`src/rtl/cdt_pkg.sv`:
```
package cdt_pkg;
  localparam int RUN_BIT  = 31;
  localparam int MODE_BIT = 30;
  localparam int ACK_BIT  = 30;
  localparam int FLAG_BIT = 30;
endpackage

```
`src/rtl/cdt_core.sv`:
```
module cdt_core #(
  parameter int DATA_W = 32,
  parameter int CNT_W  = 29
) (
  input  logic              clk,
  input  logic              rst,
  input  logic              tick_en,
  input  logic              ld,
  input  logic [DATA_W-1:0] ld_data,
  output logic              run,
  output logic              periodic,
  output logic [CNT_W-1:0]  start_val,
  output logic [CNT_W-1:0]  count,
  output logic              expire
);
  import cdt_pkg::*;

  assign expire = tick_en && run && (count == '0);

  always_ff @(posedge clk) begin
    if (rst) begin
      run       <= 1'b0;
      periodic  <= 1'b0;
      start_val <= '0;
      count     <= '0;
    end else if (ld) begin
      run       <= ld_data[RUN_BIT];
      periodic  <= ld_data[MODE_BIT];
      start_val <= ld_data[CNT_W-1:0];
      count     <= ld_data[CNT_W-1:0];
    end else if (tick_en && run) begin
      if (count == '0) begin
        if (periodic) count <= start_val;
        else          run   <= 1'b0;
      end else begin
        count <= count - 1'b1;
      end
    end
  end

  a_r3_count_down: assert property (@(posedge clk) disable iff (rst)
    (tick_en && run && !ld && count != '0) |=> (count == $past(count) - 1'b1));
  a_r3_hold_no_tick: assert property (@(posedge clk) disable iff (rst)
    (!tick_en && !ld) |=> $stable(count));
  a_r5_oneshot_stop: assert property (@(posedge clk) disable iff (rst)
    (expire && !periodic && !ld) |=> (!run && count == '0));
  a_r6_periodic_reload: assert property (@(posedge clk) disable iff (rst)
    (expire && periodic && !ld) |=> (run && count == $past(start_val)));
  a_r7_stopped_hold: assert property (@(posedge clk) disable iff (rst)
    (!run && !ld) |=> ($stable(count) && !run));
endmodule

```
`src/rtl/cdt_flag.sv`:
```
module cdt_flag (
  input  logic clk,
  input  logic rst,
  input  logic expire,
  input  logic ack,
  output logic pending
);
  always_ff @(posedge clk) begin
    if (rst)         pending <= 1'b0;
    else if (expire) pending <= 1'b1;
    else if (ack)    pending <= 1'b0;
  end

  a_r8_set_on_expiry: assert property (@(posedge clk) disable iff (rst)
    expire |=> pending);
  a_r8_level_hold: assert property (@(posedge clk) disable iff (rst)
    (pending && !ack) |=> pending);
  a_r9_ack_clears: assert property (@(posedge clk) disable iff (rst)
    (ack && !expire) |=> !pending);
endmodule

```
`src/rtl/cdt_rdmux.sv`:
```
module cdt_rdmux #(
  parameter int DATA_W = 32,
  parameter int CNT_W  = 29
) (
  input  logic              clk,
  input  logic              rst,
  input  logic              rd_en,
  input  logic              sel_status,
  input  logic              run,
  input  logic              periodic,
  input  logic [CNT_W-1:0]  start_val,
  input  logic [CNT_W-1:0]  count,
  input  logic              pending,
  output logic [DATA_W-1:0] rd_data
);
  import cdt_pkg::*;

  logic [DATA_W-1:0] ctl_word, sts_word;

  always_comb begin
    ctl_word                = '0;
    ctl_word[CNT_W-1:0]     = start_val;
    ctl_word[RUN_BIT]       = run;
    ctl_word[MODE_BIT]      = periodic;
    sts_word                = '0;
    sts_word[CNT_W-1:0]     = count;
    sts_word[FLAG_BIT]      = pending;
  end

  always_ff @(posedge clk) begin
    if (rst)        rd_data <= '0;
    else if (rd_en) rd_data <= sel_status ? sts_word : ctl_word;
  end

  a_r10_read_status: assert property (@(posedge clk) disable iff (rst)
    (rd_en && sel_status) |=> (rd_data[FLAG_BIT] == $past(pending)));
endmodule

```
`src/rtl/cdt_timer.sv`:
```
module cdt_timer #(
  parameter int DATA_W = 32,
  parameter int CNT_W  = 29,
  parameter int ADDR_W = 3
) (
  input  logic              clk,
  input  logic              rst,
  input  logic              tick_en,
  input  logic              wr_en,
  input  logic              rd_en,
  input  logic [ADDR_W-1:0] addr,
  input  logic [DATA_W-1:0] wr_data,
  output logic [DATA_W-1:0] rd_data,
  output logic              irq
);
  import cdt_pkg::*;

  localparam int SEL_BIT = 2;

  logic             sel_status, ld, ack, expire;
  logic             run, periodic, pending;
  logic [CNT_W-1:0] start_val, count;

  assign sel_status = addr[SEL_BIT];
  assign ld         = wr_en && !sel_status;
  assign ack        = wr_en && sel_status && wr_data[ACK_BIT];

  cdt_core #(.DATA_W(DATA_W), .CNT_W(CNT_W)) u_core (
    .clk(clk), .rst(rst), .tick_en(tick_en), .ld(ld), .ld_data(wr_data),
    .run(run), .periodic(periodic), .start_val(start_val),
    .count(count), .expire(expire)
  );

  cdt_flag u_flag (
    .clk(clk), .rst(rst), .expire(expire), .ack(ack), .pending(pending)
  );

  cdt_rdmux #(.DATA_W(DATA_W), .CNT_W(CNT_W)) u_rdmux (
    .clk(clk), .rst(rst), .rd_en(rd_en), .sel_status(sel_status),
    .run(run), .periodic(periodic), .start_val(start_val),
    .count(count), .pending(pending), .rd_data(rd_data)
  );

  assign irq = pending;

  a_r11_write_keeps_flag: assert property (@(posedge clk) disable iff (rst)
    (ld && expire) |=> (irq && count == $past(wr_data[CNT_W-1:0])));
  a_r2_load_value: assert property (@(posedge clk) disable iff (rst)
    ld |=> (run == $past(wr_data[RUN_BIT]) && periodic == $past(wr_data[MODE_BIT])));
endmodule

```
`config.mk`:
```
export PLATFORM = sky130hd
export DESIGN_NAME = cdt_timer
export DESIGN_NICKNAME = d
export VERILOG_FILES = /design/src/rtl/cdt_pkg.sv /design/src/rtl/cdt_core.sv /design/src/rtl/cdt_flag.sv /design/src/rtl/cdt_rdmux.sv /design/src/rtl/cdt_timer.sv
export SDC_FILE = /design/constraint.sdc
export NUM_CORES = 1
export LEC_CHECK = 0
export ABC_CLOCK_PERIOD_IN_PS = 5500
export BUFFER_PORTS_ARGS = -buffer_cell sky130_fd_sc_hd__buf_2
export CAP_MARGIN = 40
export CELL_PAD_IN_SITES_DETAIL_PLACEMENT = 1
export CELL_PAD_IN_SITES_GLOBAL_PLACEMENT = 1
export CORE_AREA = 2 2 104 106
export DETAILED_ROUTE_END_ITERATION = 8
export DIE_AREA = 0 0 106 108
export PLACE_DENSITY_LB_ADDON = 0.08
export SLEW_MARGIN = 25
export SYNTH_ARGS = -nofsm -noshare
export SYNTH_HDL_FRONTEND = slang
export SYNTH_SLANG_ARGS = --single-unit
```
`constraint.sdc`:
```
create_clock -name clk -period 5.5 [get_ports clk]
set_input_delay 0.275 -clock clk [delete_from_list [all_inputs] [get_ports clk]]
set_output_delay 0.275 -clock clk [all_outputs]
set_load 0.02 [all_outputs]
```
==> flow_summary_export.csv <==
group,metric,value,unit
critical_path,crit_path_cell_trace,"nor4_4, nand4_2, nor4_4, buf_4, a21oi_2, buf_4, a31oi_1, o221a_2",
detailed_routing,route.final.wire_length,13.3,mm
power_and_ir_drop,netSwitchingFraction,31.1,%
hold_path,hp-class,"in -> reg",
detailed_routing,route.detailed.drc,0,
clock_tree,ctsResizeCount,0,
synthesis,cell_type_contributing_the_most_total_cell_area_after_synthesis,"dfxtp_1",
synthesis,number_of_enable_flip_flop_cells_after_synthesis,0,
sta,min_period,2.94,ns
grt,met1_usage,35.4,%
critical_path,timing.reg2reg.setup_slack,2.56,ns
power_and_ir_drop,share_comb_of_total_power,22.8,%
clock_tree,tritoncts_clock_tree,"built",
placement,place.gp.congestion,0.876,
detailed_routing,vias,4269,
floorplan,num_io_pins,73,
synthesis,synth.net_count,602,
synthesis,yosys_warnings,0,
sta,final_report_setup_violation_count,0,
critical_path,critical_path_required,5.81,ns
sta,drv_slew,0,
run,timing.max_cap.violations,0,
synthesis,ys_ff_latch,92,
critical_path,critPathLaunch,"u_core.count[2]$_SDFFE_PP0P_",
grt,global_route.peak_usage_layer,"met1",
finish,mostFrequentLayoutCells,"dfxtp_1, nand2_1, nor2_1, buf_2, a211oi_1",
critical_path,startpoint_type,"flip-flop",
clock_tree,cts.root.buffer_cell,"clkbuf_8",
clock_tree,cts_num_sinks,92,
clock_tree,postCtsSetupBuffers,0,
power_and_ir_drop,power.switching,517,uW
power_and_ir_drop,total_power_divided_by_cell_area,322,nW/um^2
finish,antennaDiodeCount,0,
critical_path,cp_slowest_cell,"nor4_4",
floorplan,start_util,44.3,%
synthesis,syn-instance-count,561,
clock_tree,number_of_buffers_added_by_the_clock_tree_synthesis_step,9,
detailed_routing,wire_per_inst,17.9,um
critical_path,critPathTopFamily,"simple AND/OR/NAND/NOR gates",
clock_tree,cts.clk_slew.worst_paths,0.09,ns
finish,num-nets-final,641,
sta,fin_setup_tns,0,ns
floorplan,die_h,108,um
critical_path,regToRegStartpoint,"u_core.count[2]$_SDFFE_PP0P_",
clock_tree,cts.hold.buffers_added,0,
clock_tree,cts-htree-levels,3,
placement,placed_cell_area,4920,sq um
grt,grt_pass1_wl,21.3,mm
critical_path,timing.setup.critical_path_class,"reg -> reg",
sta,slew_headroom,51.3,%
synthesis,synth-main-ff-cell,"dfxtp_1",
power_and_ir_drop,power.clock.fraction,31.8,%
finish,area_growth,13.9,%
floorplan,site_rows,37,
power_and_ir_drop,pwr-share-seq,45.4,%
power_and_ir_drop,power.internal,1.15,mW
clock_tree,cts_buffer_depth,2,
finish,fin_area,5160,sq um
status,run_status,"completed",
grt,antenna_found_initial,0,
finish,final_layout_size_suffix_gt1_share,17.2,%
floorplan,floorplan.die.width,106,um
critical_path,critical_path.max_stage_delay,0.59,ns
detailed_routing,route.detailed.vias_per_inst,5.76,
finish,leading_cell_type_in_the_layout_fill_and_taps_excluded,"dfxtp_1",
synthesis,yosysTopAreaCellShare,40.6,%
placement,place.port_buffers,68,
hold_path,startpoint_of_the_tightest_hold_check_path,"wr_data[19]",
critical_path,arrival,3.25,ns
critical_path,critPathCaptureType,"flip-flop",
detailed_routing,antenna_violating_nets_post_route,0,
sta,hold_violations,0,
grt,groute.layer.met2.usage,35.2,%
sta,tightest_slew,0.730,ns
power_and_ir_drop,total_leakage_power,2.01,nW
critical_path,crit_path_max_fanout,28,
sta,fmax,340,MHz
detailed_routing,detailedRoute.firstIterationViolations,314,
floorplan,core_area,10200,sq um
grt,groute.layer.met3.usage,2.65,%
power_and_ir_drop,maximum_resistive_drop_on_vdd,0.123,mV
detailed_routing,dr.pass1.iters,5,
critical_path,cp.buffers_inverters,2,
placement,detailedPlacementHpwl,9.37,mm
sta,timing.final.crit_share,53.5,%
floorplan,fp.dieArea,11400,sq um
grt,grt_pass1_vias,4042,
sta,finalClockSkew,0.00773,ns
grt,overall_fraction_of_global_route_tracks_in_use,23.7,%
grt,grt_start_max_net_pins,68,
synthesis,ys_top_cells_by_area,"dfxtp_1, mux2i_1, nand2_1",
synthesis,synth.avg_cell_area,8.08,sq um
sta,rsz0062_at_grt,"no",
synthesis,netlist-cell-type-count,52,
synthesis,synth_seq_area_share,40.6,%
synthesis,synth_area,4530,sq um
synthesis,asyncSetResetFlopFracSynth,0,%
clock_tree,insertion_delay,0.37,ns
grt,grt-ovfl-total,0,
==> worst reg2reg max path, stage by stage, from the launching register on <==
cell and delay, ns:
dfxtp_1 0.41, nor4_4 0.59, nand4_2 0.30, nor4_4 0.45, buf_4 0.37, a21oi_2 0.11, buf_4 0.25, a31oi_1 0.22
o221a_2 0.20
==> cell type report <==
type	instances	area [sq um]
clock buffer	13	169
clock inverter	3	67.6
fill	1248	5070
inverter	4	15.0
multi-input combinational	417	2480
sequential	92	1840
tap	136	170
timing repair buffer	76	413
==> flip-flops by register name (all words and copies together) (netlist names) <==
| name | cells |
|---|---|
| u_rdmux.rd_data | 31 |
| u_core.periodic | 1 |
| u_core.count | 29 |
| u_flag.pending | 1 |
| u_core.run | 1 |
| u_core.start_val | 29 |
==> synthesized netlist by cell type (all sizes together) (8+ instances only) <==
cell,n
a211oi,40
a21oi,39
a311oi,9
buf,13
clkbuf,35
dfxtp,92
mux2i,32
nand2,82
nand3,9
nor2,74
nor3,9
nor4,15
o211ai,10
o21ai,23
o22ai,9
or3,9
or4,8
xnor2,8
==> final timing paths <==
| path | cells past startpoint | end |
|---|---|---|
| worst max-delay path | 8 | u_core.count[0]$_SDFFE_PP0P_ |
| worst min-delay path | 3 | u_core.start_val[19]$_SDFFE_PP0P_ |
| worst max register to register | 8 | u_core.count[0]$_SDFFE_PP0P_ |
| worst min register to register | 2 | u_rdmux.rd_data[31]$_SDFFE_PP0P_ |
==> routing by layer <==
metal | wire, um | share of wire [%]
met4 | 206 | 1.6
met5 | 0 | 0
met3 | 552 | 4.2
met2 | 5740 | 43
met1 | 6790 | 51
==> metrics by stage <==
step / setup slack, ns / utilization, % / instances / hold slack (ns) / power, mW
after floorplan: 3.02 / - / 561 / 0.411 / 1.04
after global placement: 2.41 / 47.9 / 723 / 0.453 / 1.13
after detailed placement: 2.56 / 48.1 / 725 / 0.457 / 1.15
after CTS: 2.57 / 50.4 / 741 / 0.138 / 1.68
after global routing: 2.27 / 50.4 / 741 / 0.161 / 1.75
final: 2.56 / 50.4 / 741 / 0.148 / 1.66
==> power groups by stage <==
stage	Combinational (mW)	Sequential, mW	Clock (mW)
floorplan	0.271	0.770	0
global placement	0.363	0.767	0
detailed placement	0.378	0.770	0
CTS	0.381	0.754	0.541
global route	0.423	0.762	0.565
finish	0.380	0.755	0.529
==> kinds of logic after synthesis <==
kind of cell	after synthesis	share of synthesized area (%)
AND/OR/NAND/NOR	220	22.7
adder cells (fa/ha/maj)	1	0.276
other	1	0.0827
XOR/XNOR	11	2.13
multiplexers	32	7.07
buffers and inverters	52	4.86
AO/OA/AOI/OAI	152	22.3
flip-flops	92	40.6
No activity file was read; power rests on OpenSTA's default activity.
